`src/rtl/sreg_pkg.sv`:
```
package sreg_pkg;

   localparam int NREG = 8;
   localparam int IDXW = 3;

   typedef enum logic [IDXW-1:0] {
      IDX_CTRL   = 3'd0,
      IDX_CPACC  = 3'd1,
      IDX_SECCFG = 3'd2,
      IDX_XLAT   = 3'd3,
      IDX_VEC    = 3'd4,
      IDX_GATE   = 3'd5,
      IDX_TID    = 3'd6,
      IDX_NONE   = 3'd7
   } sreg_idx_e;

   typedef struct packed {
      logic impl;      // register exists
      logic banked;    // separate Secure / Non-secure copies
      logic user_ok;   // reachable from user mode
      logic sec_only;  // no field ever reachable from Non-secure
      logic gated;     // fields gated by the access-gate register
      logic gate_hi;   // uses the upper half of the gate bits
   } sreg_attr_t;

   function automatic sreg_attr_t sreg_attr(input logic [IDXW-1:0] idx);
      sreg_attr_t a;
      a = '0;
      case (idx)
         IDX_CTRL:   begin a.impl = 1'b1; a.banked = 1'b1; end
         IDX_CPACC:  begin a.impl = 1'b1; a.gated  = 1'b1; end
         IDX_SECCFG: begin a.impl = 1'b1; a.sec_only = 1'b1; end
         IDX_XLAT:   begin a.impl = 1'b1; a.banked = 1'b1; end
         IDX_VEC:    begin a.impl = 1'b1; a.banked = 1'b1; end
         IDX_GATE:   begin a.impl = 1'b1; end
         IDX_TID:    begin a.impl = 1'b1; a.user_ok = 1'b1;
                           a.gated = 1'b1; a.gate_hi = 1'b1; end
         default:    a = '0;
      endcase
      return a;
   endfunction

endpackage

```
`src/rtl/sreg_check.sv`:
```
module sreg_check
   import sreg_pkg::*;
#(
   parameter logic [NREG-1:0] LOCK_MASK = 8'b0011_1101
) (
   input  logic            wr,
   input  logic            priv,
   input  logic            ns,
   input  logic [IDXW-1:0] idx,
   input  logic [NREG-1:0] reg_off,
   input  logic            wr_lock,
   output logic            undef
);

   sreg_attr_t attr;
   logic no_reg, off_hit, user_bad, sec_bad, gate_wr_bad, lock_bad;

   always_comb begin
      attr        = sreg_attr(idx);
      no_reg      = !attr.impl;
      off_hit     = reg_off[idx];
      user_bad    = !priv && !attr.user_ok;
      sec_bad     = ns && attr.sec_only;
      gate_wr_bad = ns && wr && (idx == IDX_GATE);
      lock_bad    = wr && wr_lock && LOCK_MASK[idx];
      undef       = no_reg | off_hit | user_bad | sec_bad | gate_wr_bad | lock_bad;
   end

endmodule

```
`src/rtl/sreg_fmask.sv`:
```
module sreg_fmask
   import sreg_pkg::*;
#(
   parameter int DW   = 32,
   parameter int NFLD = 4
) (
   input  logic            ns,
   input  logic [IDXW-1:0] idx,
   input  logic [2*NFLD-1:0] gate,
   output logic [DW-1:0]   mask
);

   localparam int FW = DW / NFLD;

   sreg_attr_t attr;
   always_comb attr = sreg_attr(idx);

   for (genvar f = 0; f < NFLD; f++) begin : g_fld
      logic open;
      always_comb open = !ns || !attr.gated ||
                         (attr.gate_hi ? gate[NFLD+f] : gate[f]);
      assign mask[f*FW +: FW] = {FW{open}};
   end

   if (FW * NFLD < DW) begin : g_tail
      assign mask[DW-1:FW*NFLD] = '1;
   end

endmodule

```
`src/rtl/sreg_bank.sv`:
```
module sreg_bank
   import sreg_pkg::*;
#(
   parameter int            DW         = 32,
   parameter int            NFLD       = 4,
   parameter logic [DW-1:0] RST_CTRL   = 32'h0000_0C78,
   parameter logic [DW-1:0] RST_CPACC  = '0,
   parameter logic [DW-1:0] RST_SECCFG = '0,
   parameter logic [DW-1:0] RST_XLAT   = '0,
   parameter logic [DW-1:0] RST_VEC    = '0,
   parameter logic [DW-1:0] RST_GATE   = '0,
   parameter logic [DW-1:0] RST_TID    = '0
) (
   input  logic              clk,
   input  logic              rst_n,
   input  logic              we,
   input  logic              ns,
   input  logic [IDXW-1:0]   idx,
   input  logic [DW-1:0]     wdata,
   input  logic [DW-1:0]     wmask,
   output logic [DW-1:0]     rdata,
   output logic [DW-1:0]     gate_q
);

   logic [DW-1:0] view [NREG];

   for (genvar r = 0; r < NREG-1; r++) begin : g_reg
      localparam sreg_attr_t A = sreg_attr(IDXW'(r));
      localparam logic [DW-1:0] RV =
         (r == 0) ? RST_CTRL   :
         (r == 1) ? RST_CPACC  :
         (r == 2) ? RST_SECCFG :
         (r == 3) ? RST_XLAT   :
         (r == 4) ? RST_VEC    :
         (r == 5) ? RST_GATE   : RST_TID;

      logic          hit;
      logic [DW-1:0] s_q;

      assign hit = we && (idx == IDXW'(r));

      always_ff @(posedge clk or negedge rst_n) begin
         if (!rst_n)
            s_q <= RV;
         else if (hit && (!A.banked || !ns))
            s_q <= (s_q & ~wmask) | (wdata & wmask);
      end

      if (A.banked) begin : g_ns
         logic [DW-1:0] n_q;
         always_ff @(posedge clk) begin
            if (hit && ns)
               n_q <= (n_q & ~wmask) | (wdata & wmask);
         end
         assign view[r] = ns ? n_q : s_q;
      end else begin : g_flat
         assign view[r] = s_q;
      end
   end

   assign view[NREG-1] = '0;
   assign rdata  = view[idx];
   assign gate_q = view[IDX_GATE];

endmodule

```
`src/rtl/sreg_ctrl.sv`:
```
module sreg_ctrl
   import sreg_pkg::*;
#(
   parameter int              DW         = 32,
   parameter int              NFLD       = 4,
   parameter logic [NREG-1:0] LOCK_MASK  = 8'b0011_1101,
   parameter logic [DW-1:0]   RST_CTRL   = 32'h0000_0C78,
   parameter logic [DW-1:0]   RST_CPACC  = '0,
   parameter logic [DW-1:0]   RST_SECCFG = '0,
   parameter logic [DW-1:0]   RST_XLAT   = '0,
   parameter logic [DW-1:0]   RST_VEC    = '0,
   parameter logic [DW-1:0]   RST_GATE   = '0,
   parameter logic [DW-1:0]   RST_TID    = '0
) (
   input  logic              clk,
   input  logic              rst_n,
   input  logic              req_vld,
   input  logic              req_wr,
   input  logic              req_priv,
   input  logic              req_ns,
   input  logic [IDXW-1:0]   req_idx,
   input  logic [DW-1:0]     req_wdata,
   input  logic [NREG-1:0]   reg_off,
   input  logic              wr_lock,
   output logic              rsp_vld,
   output logic              rsp_undef,
   output logic [DW-1:0]     rsp_rdata
);

   localparam int GATEW = 2 * NFLD;

   if (NFLD < 1 || DW % NFLD != 0) begin : g_bad_fld
      $error("sreg_ctrl: DW must be a multiple of NFLD");
   end
   if (GATEW > DW) begin : g_bad_gate
      $error("sreg_ctrl: gate register too narrow for 2*NFLD bits");
   end

   logic          undef;
   logic [DW-1:0] fmask;
   logic [DW-1:0] raw_rd;
   logic [DW-1:0] gate_q;
   logic          we;

   sreg_check #(.LOCK_MASK(LOCK_MASK)) u_check (
      .wr      (req_wr),
      .priv    (req_priv),
      .ns      (req_ns),
      .idx     (req_idx),
      .reg_off (reg_off),
      .wr_lock (wr_lock),
      .undef   (undef)
   );

   sreg_fmask #(.DW(DW), .NFLD(NFLD)) u_fmask (
      .ns   (req_ns),
      .idx  (req_idx),
      .gate (gate_q[GATEW-1:0]),
      .mask (fmask)
   );

   assign we = req_vld && req_wr && !undef;

   sreg_bank #(
      .DW(DW), .NFLD(NFLD),
      .RST_CTRL(RST_CTRL), .RST_CPACC(RST_CPACC), .RST_SECCFG(RST_SECCFG),
      .RST_XLAT(RST_XLAT), .RST_VEC(RST_VEC), .RST_GATE(RST_GATE),
      .RST_TID(RST_TID)
   ) u_bank (
      .clk    (clk),
      .rst_n  (rst_n),
      .we     (we),
      .ns     (req_ns),
      .idx    (req_idx),
      .wdata  (req_wdata),
      .wmask  (fmask),
      .rdata  (raw_rd),
      .gate_q (gate_q)
   );

   always_ff @(posedge clk or negedge rst_n) begin
      if (!rst_n) begin
         rsp_vld   <= 1'b0;
         rsp_undef <= 1'b0;
         rsp_rdata <= '0;
      end else begin
         rsp_vld   <= req_vld;
         rsp_undef <= req_vld && undef;
         rsp_rdata <= (req_vld && !undef && !req_wr) ? (raw_rd & fmask) : '0;
      end
   end

endmodule

```
`config.mk`:
```
export PLATFORM = sky130hd
export DESIGN_NAME = sreg_ctrl
export DESIGN_NICKNAME = d
export VERILOG_FILES = /design/src/rtl/sreg_pkg.sv /design/src/rtl/sreg_check.sv /design/src/rtl/sreg_fmask.sv /design/src/rtl/sreg_bank.sv /design/src/rtl/sreg_ctrl.sv
export SDC_FILE = /design/constraint.sdc
export NUM_CORES = 1
export LEC_CHECK = 0
export ABC_AREA = 1
export BUFFER_PORTS_ARGS = -buffer_cell sky130_fd_sc_hd__buf_2
export CORE_ASPECT_RATIO = 0.9
export CORE_UTILIZATION = 30
export CTS_BUF_LIST = sky130_fd_sc_hd__clkbuf_4 sky130_fd_sc_hd__clkbuf_8
export DETAILED_ROUTE_END_ITERATION = 10
export MAX_ROUTING_LAYER = met4
export SETUP_SLACK_MARGIN = 0.2
export SLEW_MARGIN = 20
export SYNTH_ARGS = -nofsm -noshare
export SYNTH_HDL_FRONTEND = slang
export SYNTH_HIERARCHICAL = 1
export SYNTH_SLANG_ARGS = --single-unit
```
`constraint.sdc`:
```
create_clock -name clk -period 1.9 [get_ports clk]
set_input_delay 0.285 -clock clk [delete_from_list [all_inputs] [get_ports clk]]
set_output_delay 0.285 -clock clk [all_outputs]
set_load 0.03 [all_outputs]
```
==> results <==
- The synthesis warning total is 6.
- The floorplan core area is 0.05998 mm^2.
- The run finished with clean final reports.
- The number of global-route vias before repair is 15190.
- At the end of the flow the core is filled with cells to 37.38%.
- The overall via count from detail_route is 16110.
- TritonCTS built the clock tree.
- The maximum number of pins on one net before global-route repair is 58.
- Final hold analysis gives a worst-case slack of 0.09999 ns.
- The die span in y is 235.9 um.
- The element type at the critical path end is a flop.
- Setup repair after global routing left no endpoint under its margin.
- After global routing the overflow that remains totals 0.
- For this design, the slowest cell found on the critical path is dlygate4sd3_1.
- The initial antenna violation count came to 2.
- The post-synthesis instance area is 0.01824 mm^2.
- The synthesized instance count is 2407.
- Port buffering added 82 buffers.
- The worst setup path is launched from a primary input.
- The dominant cell type by count on the critical path is nand2_1.
- The clock tree synthesis step divided the H-tree into 2 levels.
- The clock arrives with 0.02473 ns of skew.
- Walking the worst path, the cells encountered are dlygate4sd3_1 > buf_2 > a21oi_2 > nor2_2 > buf_6 > nand2_4 > nor3_4 > buf_6 > clkbuf_16 > nand2_1 > nand2_1 > nand2_1.
- The half-perimeter wire length of the detailed placement result is 34960 um.
- The total count of hold-check failures in the final report is 0.
- The count of final max-slew check failures is 0.
- After clock tree synthesis, the clock-pin slew on the worst setup and hold paths is 0.06 ns.
- The pre-CTS setup slack is -0.3607 ns.
- In the routed design, unresolved DRC markers number 0.
- The final-stage net count is 2624.
- The die covers 0.06178 mm^2.
- The leakage power is 10.85 nW.
- The signed area change from the synthesized netlist to the final layout is 22.94%.
- Ranked by total cell area, the synthesized netlist is headed by dfrtp_1, edfxtp_1, nand2_1, nand3_1, nor2_1.
- The all-layer global routing usage is 17.98%.
- The layout has 6241 filler cells.
- The library cells used most frequently in the layout, excluding fill and tap cells, are nand2_1, nand3_1, dfrtp_1.
- The tightest slew margin relative to the limit is 63.27%.
- In the final layout, the share of cells above drive strength 1 is 16.85%.
- Counting I/O delays and the setup requirement, the final critical path takes 1.663 ns.
- The first-pass GRT wire length is 85460 um.
- For this design, the sink count on the clock tree is 354.
- The category of the most critical setup path is primary input to flop.
- After detailed routing, the number of vias per cell comes to 4.728.
- The largest fanout of any net on the critical path is 6.
- The number of different library cells used by synthesis comes to 27.
- The required time at the worst-slack endpoint is 2.42 ns.
- In this run the clock root is driven by a clkbuf_8.
- The maximum ir drop on the vdd rail is 0.0004610 V.
- The die is 261.9 um wide.
- The number of detailed-routing iterations run before antenna repair is 5.
- 84 I/O pins were placed.
- The biggest area contributor in the post-synthesis netlist is dfrtp_1.
- The final antenna-violating net count is 0.
- The smallest setup slack after layout is 0.2373 ns.
- On the critical path the largest part of the delay comes from buffers and inverters.
- Clock tree synthesis inserted a total of 61 buffers.
- In this run the mean area of a mapped cell was 7.576 um^2.
- In this run, synthesis produced a sequential element count of 354.
- For the worst-skew pair, the clock arrives at the later sink with an insertion delay of 0.65 ns.
- The count of non-filler cells in the finished layout is 3408.
- The path category of the worst min-delay check is primary input to asynchronous set/reset pin.
- Leaving out fill and tap cells, the most frequent cell in the layout is nand2_1.
- In the final routed layout, each cell accounts on average for 16.46 um.
- The delay of the slowest cell on the worst path is 0.52 ns.
- The max-capacitance violation count is 0.
- Setup violations remaining at the end of the flow were counted as 0.
- After detailed placement, the design holds a cell count of 3245.
- Counting both buffers and inverters, the worst setup path holds a total of 5.
- The proportion of synthesized chip area in sequential cells is 51.25%.
- The effective utilization at floorplan is 30.40%.
- The number of placement rows is 85.
- Dividing total power by cell area gives a power density of 799.4 mW/mm^2.
- The final estimated routing congestion in global placement is 0.8041.
- Summed over its instances, the top area cell type makes up 34.58% of the synthesized netlist area.
- In the finished design, the share of the clock period the worst path needs comes to 87.51%.
- Counting every net in the synthesized netlist gives 2457.
- The total design power is 17.92 mW.
- The data arrival at the endpoint of the critical path is 2.18 ns.
- The highest clock frequency the design can meet is 601.4 MHz.
- For this block, the routed nets add up to 56100 um of wire.
- The first routing iteration left 1455 violations.
- For the pin with the worst max-slew slack, the measured transition is 0.5509 ns.
- The worst-case clock buffer depth is 3.
what timing repair did:
action                     in CTS  in global routing
hold buffers                   35                  0
setup buffers                   0                  6
setup endpoints to repair       0                183
hold endpoints to repair      476                  0
resized for setup               0                 30
where the power goes:
part / leakage (nW) / switching (mW) / internal, mW
clock network: 0.660 / 3.19 / 3.86
logic: 5.83 / 1.41 / 0.828
registers: 4.36 / 0.285 / 8.35
total: 10.9 / 4.88 / 13.0
cell usage after synthesis:
| cell | count |
|---|---|
| nand3_1 | 383 |
| inv_2 | 1 |
| buf_6 | 10 |
| buf_1 | 23 |
| nand4_1 | 33 |
| nor2_1 | 272 |
| dfstp_2 | 6 |
| a21oi_2 | 1 |
| clkbuf_1 | 61 |
| nor2_2 | 30 |
| nor3_1 | 1 |
| edfxtp_1 | 96 |
| nor2_4 | 3 |
| o21ai_0 | 110 |
| nand2_2 | 1 |
| dfrtp_1 | 252 |
| nor3_4 | 1 |
| nand3_4 | 2 |
| a21oi_4 | 1 |
| inv_1 | 237 |
| o21ai_1 | 23 |
| a21oi_1 | 1 |
| buf_4 | 40 |
| buf_2 | 50 |
| nor3_2 | 1 |
| clkinv_2 | 1 |
| nand2_1 | 767 |
area by class of cell:
| type | instances | area (um^2) | area share, % |
|---|---|---|---|
| clock inverter | 19 | 106.4 | 0.4744 |
| clock buffer | 93 | 1117 | 4.984 |
| sequential | 354 | 9346 | 41.69 |
| inverter | 239 | 918.4 | 4.096 |
| multi-input combinational | 1630 | 7166 | 31.96 |
| tap | 783 | 979.7 | 4.370 |
| timing repair buffer | 288 | 2780 | 12.40 |
| antenna | 2 | 5.005 | 0.02232 |
routing by layer:
metal  vias to the layer above  track usage, %  share of wire (%)
li1                       7924               -                  -
met1                      7619           25.13                 47
met2                       487           27.00                 44
met3                        84           2.891                6.4
met4                         0           4.422                2.0
met5                         -               -                  0
per-stage QoR:
stage | area [um^2] | TNS (ns)
3_5_place_dp | 20540 | -96.65
3_3_place_gp | 20540 | -92.98
2_1_floorplan | 18390 | 0
6_report | 22420 | 0
5_1_grt | 22420 | 0
4_1_cts | 22120 | 0
logic make-up (layout without fill, tap and decap cells):
logic type | Yosys count | after routing | share of synthesized area, %
AOI/OAI and AO/OA | 136 | 136 | 3.815
other | 0 | 2 | 0
and+or+nand+nor | 1494 | 1494 | 34.64
buffers and inverters | 423 | 639 | 10.29
DFF | 354 | 354 | 51.25
path summary, 6_finish.rpt:
kind | start | end | slack [ns] | cells past startpoint
min in group clk | reg_off[6] | rsp_undef | 0.10 | 5
hold / removal | rst_n | asynchronous set/reset pin | 0.1 | 2
setup reg to reg | flop | flop | 0.35 | 7
hold reg to reg | flop | flop | 0.46 | 2
setup / recovery | req_priv | flop | 0.24 | 12
max in group asynchronous | rst_n | asynchronous set/reset pin | 1.12 | 3
Power figures use the tool's default switching activity.
